$ cat config.mk
export PLATFORM = sky130hd
export DESIGN_NAME = mac17_unit
export DESIGN_NICKNAME = d
export VERILOG_FILES = /design/src/rtl/mac17_pkg.sv /design/src/rtl/mac17_mul.sv /design/src/rtl/mac17_post.sv /design/src/rtl/mac17_unit.sv
export SDC_FILE = /design/constraint.sdc
export NUM_CORES = 1
export LEC_CHECK = 0
export BUFFER_PORTS_ARGS = -buffer_cell sky130_fd_sc_hd__buf_4
export CAP_MARGIN = 20
export CORE_UTILIZATION = 58
export DETAILED_ROUTE_END_ITERATION = 8
export GPL_ROUTABILITY_DRIVEN = 1
export PLACE_DENSITY = 0.88
export SYNTH_ARGS = -nofsm -noshare
export SYNTH_HDL_FRONTEND = slang
export SYNTH_SLANG_ARGS = --single-unit
$ cat constraint.sdc
create_clock -name clk -period 13.9 [get_ports clk]
set_input_delay 2.78 -clock clk [delete_from_list [all_inputs] [get_ports clk]]
set_output_delay 2.78 -clock clk [all_outputs]
set_load 0.1 [all_outputs]
$ cat src/rtl/mac17_pkg.sv
package mac17_pkg;

    typedef enum logic [1:0] {
        OP_MUL  = 2'b00,
        OP_ADD  = 2'b01,
        OP_SUB  = 2'b10,
        OP_MULX = 2'b11
    } mac_op_e;

endpackage

$ cat src/rtl/mac17_mul.sv
module mac17_mul #(
    parameter int DW = 16,
    parameter int AW = 40
) (
    input  logic [DW-1:0] a_op,
    input  logic [DW-1:0] b_op,
    input  logic          a_sgn,
    input  logic          b_sgn,
    input  logic          frac,
    output logic [AW-1:0] prod_ext
);
    localparam int XW = DW + 1;
    localparam int PW = 2 * XW;

    logic [DW-1:0]        op_in [2];
    logic                 op_sg [2];
    logic signed [XW-1:0] op_x  [2];
    logic signed [PW-1:0] prod;
    logic signed [AW-1:0] prod_w;

    assign op_in[0] = a_op;
    assign op_in[1] = b_op;
    assign op_sg[0] = a_sgn;
    assign op_sg[1] = b_sgn;

    for (genvar i = 0; i < 2; i++) begin : g_ext
        // widen each operand by one bit; the extra bit follows the sign control
        assign op_x[i] = {op_sg[i] & op_in[i][DW-1], op_in[i]};
    end

    assign prod   = op_x[0] * op_x[1];
    assign prod_w = AW'(prod);

    always_comb begin
        prod_ext = frac ? (prod_w <<< 1) : prod_w;
    end

endmodule

$ cat src/rtl/mac17_post.sv
module mac17_post
    import mac17_pkg::*;
#(
    parameter int DW = 16,
    parameter int AW = 40,
    parameter int SW = 32
) (
    input  logic [AW-1:0] acc,
    input  logic [AW-1:0] prod,
    input  mac_op_e       op,
    input  logic          rnd_en,
    input  logic          sat_on,
    output logic [AW-1:0] res,
    output logic          ovf_o,
    output logic          zero_o
);
    localparam int            HW       = AW - SW + 1;
    localparam logic [AW-1:0] RND_ONE  = AW'(1) << (DW - 1);
    localparam logic [AW-1:0] RND_MASK = ~((AW'(1) << DW) - AW'(1));
    localparam logic [AW-1:0] SAT_POS  = {{HW{1'b0}}, {(SW-1){1'b1}}};
    localparam logic [AW-1:0] SAT_NEG  = ~SAT_POS;

    logic [AW-1:0] sum;
    logic [AW-1:0] rnd;
    logic [HW-1:0] hi;

    always_comb begin
        case (op)
            OP_ADD:  sum = acc + prod;
            OP_SUB:  sum = acc - prod;
            default: sum = prod;
        endcase

        rnd = rnd_en ? ((sum + RND_ONE) & RND_MASK) : sum;

        hi    = rnd[AW-1:SW-1];
        ovf_o = !((&hi) || !(|hi));

        if (sat_on && ovf_o) begin
            res = rnd[AW-1] ? SAT_NEG : SAT_POS;
        end else begin
            res = rnd;
        end

        zero_o = !(|res);
    end

endmodule

$ cat src/rtl/mac17_unit.sv
module mac17_unit
    import mac17_pkg::*;
#(
    parameter int DW = 16,
    parameter int AW = 40,
    parameter int SW = 32
) (
    input  logic          clk,
    input  logic          rst_n,
    input  logic          t_load,
    input  logic [DW-1:0] t_data,
    input  logic          issue,
    input  logic [1:0]    op_sel,
    input  logic [DW-1:0] a_data,
    input  logic [DW-1:0] b_data,
    input  logic          use_t,
    input  logic          a_signed,
    input  logic          b_signed,
    input  logic          frac_mode,
    input  logic          round_en,
    input  logic          sat_en,
    input  logic [AW-1:0] acc_in,
    output logic [AW-1:0] result,
    output logic          ovf,
    output logic          zero
);
    typedef struct packed {
        logic [DW-1:0] t;
        logic [AW-1:0] res;
        logic          ovf;
        logic          zero;
    } state_t;

    state_t state_d, state_q;

    logic [DW-1:0] b_sel;
    logic [AW-1:0] prod_ext;
    logic [AW-1:0] post_res;
    logic          post_ovf;
    logic          post_zero;

    assign b_sel = use_t ? state_q.t : b_data;

    mac17_mul #(.DW(DW), .AW(AW)) u_mul (
        .a_op     (a_data),
        .b_op     (b_sel),
        .a_sgn    (a_signed),
        .b_sgn    (b_signed),
        .frac     (frac_mode),
        .prod_ext (prod_ext)
    );

    mac17_post #(.DW(DW), .AW(AW), .SW(SW)) u_post (
        .acc    (acc_in),
        .prod   (prod_ext),
        .op     (mac_op_e'(op_sel)),
        .rnd_en (round_en),
        .sat_on (sat_en),
        .res    (post_res),
        .ovf_o  (post_ovf),
        .zero_o (post_zero)
    );

    always_comb begin
        state_d = state_q;
        if (t_load) begin
            state_d.t = t_data;
        end
        if (issue) begin
            state_d.res  = post_res;
            state_d.ovf  = post_ovf;
            state_d.zero = post_zero;
        end
    end

    always_ff @(posedge clk) begin
        if (!rst_n) begin
            state_q.t    <= '0;
            state_q.res  <= '0;
            state_q.ovf  <= 1'b0;
            state_q.zero <= 1'b1;
        end else begin
            state_q <= state_d;
        end
    end

    assign result = state_q.res;
    assign ovf    = state_q.ovf;
    assign zero   = state_q.zero;

endmodule

# Yosys cells after proc, flatten, opt, wreduce, memory -nomap -nowiden
# Index checks and enable logic that the tools add are counted.
totals:
  ram_bits: 0
  mem_count: 0
  latchBits: 0
  input_bits: 100
  regBits: 58
  rom_bits: 0
classes:
  div_mod_pow: 0
  n_reduce_logical: 8
  add_sub_neg: 3
  multipliers: 1
  n_mux: 6
  n_eq_ne: 2
  bitwise: 2
  shifts: 0
  n_lt_le_gt_ge: 0
ops:
  columns: ["operator", "n"]
  rows:
  - ["$mux W40", 3]
  - ["$pmux W40 S2", 1]
  - ["$add A40 B16 Y40 const B", 1]
  - ["$add A40 B40 Y40", 1]
  - ["$reduce_or A40 Y1", 1]
  - ["$sub A40 B40 Y40", 1]
  - ["$mul A17 B17 Y34", 1]
  - ["$mux W34", 1]
  - ["$mux W16", 1]
  - ["$reduce_and A9 Y1", 1]
  - ["$reduce_or A9 Y1", 1]
  - ["$logic_not A1 Y1", 3]
  - ["$and A1 B1 Y1", 2]
  - ["$eq A2 B1 Y1 const B", 1]
  - ["$eq A2 B2 Y1 const B", 1]
  - ["$logic_and A1 B1 Y1", 1]
  - ["$logic_or A1 B1 Y1", 1]

# Logic depth before layout (Yosys ltp)
depth:
  word_depth: 16
  depth_mapped: 51
  mapped_depth_nobuf: 46

# Hierarchy
# Synthesis repeated with hierarchy kept, for this count alone.
hier_totals:
  hier_cells: 2368
  area_unflattened_um2: 19468.7
by_module_without_submodules:
  columns: ["module", "n_inst", "cells_each", "area_per_inst_um2"]
  rows:
  - ["mac17_mul", 1, 1303, 11553.6]
  - ["mac17_post", 1, 820, 5114.9]
  - ["mac17_unit", 1, 245, 2800.2]

# Worst setup path before layout
# Ideal clock, no wire load.
synth_path:
  kind: "input to register"
  from: "input port use_t"
  to: "register state_q, in the netlist result[19]"
  path_stages: 46
  setup_ns: 0.122
  t_required_ns: 13.778
  path_buffers: 5
  arrival_time_ns: 13.961
  slack_ns: -0.182
  cell_sequence: "buf_2 > buf_1 > mux2_2 > clkbuf_1 > nand2_1 > inv_1 > fa_1 > inv_1 > fa_1 > inv_1 > fa_1 > fa_1 > fa_1 > inv_1 > fa_1 > inv_1 > ha_1 > buf_2 > (+10 left out) > nor2_1 > nand2_1 > or2_2 > a221oi_1 > ha_1 > and2_1 > a221o_1 > a41oi_1 > xnor2_1 > o41ai_1 > nor4b_1 > a21o_1 > o211ai_1 > or4_4 > and3_4 > nor2b_4 > buf_2 > a21oi_1"
synth_via:
  elab_chain_cells: 14
  elab_cells_between_ends: 17
  cone_classes: "add/sub (3); mul (1); mux (6); bitwise (1); reduce/logical (6)"
synth_rtl:
  columns: ["item", "line_no", "source"]
  rows:
  - ["from (decl)", "mac17_unit.sv:16", "input logic use_t,"]
  - ["$mux W16 (*)", "mac17_unit.sv:42", "assign b_sel = use_t ? state_q.t : b_data;"]
  - ["$and A1 B1 Y1", "mac17_mul.sv:28", "assign op_x[i] = {op_sg[i] & op_in[i][DW-1], op_in[i]};"]
  - ["$mul A17 B17 Y34 (*)", "mac17_mul.sv:31", "assign prod = op_x[0] * op_x[1];"]
  - ["$mux W34", "mac17_mul.sv:35", "prod_ext = frac ? (prod_w <<< 1) : prod_w;"]
  - ["$sub A40 B40 Y40 / $add A40 B40 Y40 (equally long branches)", "mac17_post.sv:30, mac17_post.sv:29", null]
  - ["$pmux W40 S2 (*)", "mac17_post.sv:28", "case (op)"]
  - ["$add A40 B16 Y40", "mac17_post.sv:34", "rnd = rnd_en ? ((sum + RND_ONE) & RND_MASK) : sum;"]
  - ["$mux W40 (*)", "mac17_post.sv:34", null]
  - ["$reduce_or A9 Y1", "mac17_post.sv:37", "ovf_o = !((&hi) || !(|hi));"]
  - ["$logic_not A1 Y1", "mac17_post.sv:37", null]
  - ["$logic_or A1 B1 Y1", "mac17_post.sv:37", null]
  - ["$logic_not A1 Y1", "mac17_post.sv:37", null]
  - ["$logic_and A1 B1 Y1", "mac17_post.sv:39", "if (sat_on && ovf_o) begin"]
  - ["$mux W40 (*)", "mac17_post.sv:39", null]
  - ["to (signal assigned)", "mac17_unit.sv:83", "state_q <= state_d;"]
  - ["to (decl)", "mac17_unit.sv:34", "state_t state_d, state_q;"]
# Every way passes the cells marked *; elsewhere a longest branch is shown, timed or not.
# A chain may end at the register's enable or synchronous reset.

# Worst setup path in the final report
layout_path:
  from: "input port use_t"
  to: "register state_q, in the netlist result[33]"
# Same word-level chain as after synthesis.

==> flow_summary.json <==
{
  "yosysWarnings": 0,
  "path_max_fanout": 20,
  "synthArstFlopShare_pct": 0,
  "setup_viol": 0,
  "vias": 19000,
  "worstPathArrival_ps": 13870,
  "drt_wl_total_um": 58300,
  "status": "finished clean",
  "worst_slack_ps": 329,
  "syn_to_final_growth_pct": 14.1,
  "reg2reg_to": "result[33]$_SDFFE_PN0P_",
  "netlist_area_mm2": 0.0200,
  "clk_latency_ps": 350,
  "synth_area_leader_cell": "fa_1",
  "core_mm2": 0.0338,
  "layout.cells.non_filler": 3142,
  "rows": 67,
  "final_common_cell": "buf_4",
  "yosys_register_bits": 58,
  "final_hold_viol_count": 0,
  "fmax_mhz": 73.7,
  "n_antenna_cell": 0,
  "fin_nets": 3213,
  "cp-startpoint": "use_t",
  "dieArea_mm2": 0.0353,
  "grt.total_usage_pct": 33.9,
  "finalMaxSlewViolations": 0,
  "crit_end": "result[33]$_SDFFE_PN0P_",
  "ant_nets": 0,
  "hp-class": "flip-flop to flip-flop",
  "synthFlopType": "dfxtp_1",
  "rrSetupSlack_ps": 2670,
  "fp.dieH_um": 188,
  "cap_violations": 0,
  "clockBufferDepth": 2,
  "drive_gt1_share_pct": 17.1,
  "viasPerCell": 6.06,
  "grt_pass1_vias": 19900,
  "synthTopCellsByArea": "fa_1 30%, ha_1 7.9%, inv_1 6.1%",
  "yosysUniqueCellTypes": 105,
  "port_buffers": 141,
  "start_kind": "primary input",
  "globalplace.congestion": 0.989,
  "grt.overflow.total": 0,
  "slew_headroom_pct": 31.6,
  "r2r-start": "state_q[47]$_SDFFE_PN0P_",
  "grt_antenna_before_repair": 0,
  "io_pins": 142,
  "grt_max_degree": 79,
  "clkSinkCount": 58,
  "dr.pass1.iters": 6,
  "ff2ff_path_depth": 44,
  "cts.clk_slew.worst_paths_ps": 60,
  "netlist.area_leader.share_pct": 29.7,
  "h-tree-depth": 3,
  "cp.required_ps": 14200,
  "cts-buffers-inserted": 9,
  "max_stage_delay_ps": 570,
  "synth.avg_cell_area_um2": 7.99,
  "grt_pass1_wl_um": 96800,
  "finClkSkew_ps": 8.21,
  "synth_fp_nets": 3030,
  "fp.dieW_um": 188,
  "cts-root-buf": "clkbuf_16",
  "drt-initial-drc-count": 1761,
  "final_cell_mix": "326 x buf_4, 325 x inv_1, 297 x fa_1",
  "tightestPinTransition_ps": 1020,
  "synth_edf_count": 0,
  "start_util_pct": 59.3,
  "drc": 0,
  "synthCells": 2506,
  "synth.yosys.seq_area_share_pct": 5.80,
  "dp_hpwl_um": 47800,
  "critPathMostFrequentCell": "fa_1",
  "crit_slowest_cell": "fa_1",
  "cts_tree": "built",
  "crit_type": "primary input to flip-flop",
  "period_minus_slack_ps": 13570,
  "finalCritPeriodShare_pct": 97.6,
  "dp_slack_ps": -430,
  "setup.worst_path.end_class": "flip-flop",
  "dp_cells": 3125,
  "wl_per_cell_um": 18.6
}
## synthesized netlist by cell type, types with 18 or more instances
| library cell | count |
|---|---|
| a21o_1 | 34 |
| a21oi_1 | 135 |
| a31oi_1 | 25 |
| and2_1 | 114 |
| buf_2 | 20 |
| buf_4 | 42 |
| clkbuf_1 | 84 |
| dfxtp_1 | 58 |
| fa_1 | 297 |
| ha_1 | 127 |
| inv_1 | 325 |
| mux2_2 | 22 |
| mux2i_1 | 37 |
| nand2_1 | 294 |
| nand2b_1 | 23 |
| nand3_1 | 44 |
| nand4_1 | 33 |
| nor2_1 | 159 |
| nor2b_1 | 53 |
| nor3_1 | 35 |
| o211ai_1 | 29 |
| o21a_1 | 20 |
| o21ai_0 | 106 |
| or3_1 | 18 |
| xnor2_1 | 52 |
| xor2_1 | 33 |
## flip-flops by register name, summed over array words and instances (netlist names)
register,flops
ovf,1
zero,1
state_q,16
result,40
## timing repair
item / in CTS / in global routing
hold endpoints to repair: 0 / 0
setup endpoints to repair: 16 / 42
hold buffers: 0 / 0
pin swaps: 0 / 9
cloned: 0 / 0
gates resized for setup: 2 / 52
buffers inserted: 0 / 1
## stage by stage
stage	hold slack [ps]	setup TNS (ps)	area [um^2]	util, %
after floorplan	443	0	20000	-
after global routing	476	-4620	22900	67.6
after detailed placement	465	-9950	22300	66.0
final	475	0	22900	67.6
after CTS	475	0	22600	67.0
after global placement	460	-6.65	22300	66.0
## worst max-delay path: cells and delay by family
| family | cells | cell delay (ps) |
|---|---|---|
| AND/OR/NAND/NOR | 12 | 2660 |
| XOR/XNOR | 1 | 140 |
| AO/OA/AOI/OAI | 15 | 3240 |
| buffers and inverters | 8 | 920 |
| adder cells (fa/ha/maj) | 8 | 3760 |
| multiplexers | 1 | 370 |
## layout make-up
class / count / area, um^2
multi-input combinational: 1964 / 17100
fill: 2683 / 10900
timing repair buffer: 330 / 2510
inverter: 326 / 1220
sequential: 58 / 1160
tap: 448 / 561
clock buffer: 12 / 256
clock inverter: 4 / 73.8
## logic make-up after synthesis
family | count (synthesis) | synth area share, %
compound gates | 510 | 17.1
xor+xnor | 85 | 3.72
fa+ha+maj | 424 | 37.6
buf+inv | 484 | 10.1
flops | 58 | 5.80
mux | 59 | 3.09
simple gates | 886 | 22.6
## how the worst min path moves through the flow
stage / start / endpoint / slack (ps) / cells after the start
after floorplan: result[31]$_SDFFE_PN0P_ / result[31]$_SDFFE_PN0P_ / 440 / 1
after global placement: result[38]$_SDFFE_PN0P_ / result[38]$_SDFFE_PN0P_ / 460 / 2
after detailed placement: result[31]$_SDFFE_PN0P_ / result[31]$_SDFFE_PN0P_ / 460 / 1
after CTS: result[37]$_SDFFE_PN0P_ / result[37]$_SDFFE_PN0P_ / 480 / 2
after global routing: result[37]$_SDFFE_PN0P_ / result[37]$_SDFFE_PN0P_ / 480 / 2
final: result[37]$_SDFFE_PN0P_ / result[37]$_SDFFE_PN0P_ / 470 / 2
## per-layer routing
metal  global-route usage [%]  wire length (um)
met5                        0                 0
met4                     16.1              2670
met3                     4.12              3910
met2                     59.0             29000
met1                     41.7             22700
Power is not shown: default switching activity piles up to over one toggle a cycle in this logic, so the estimate is an artifact.
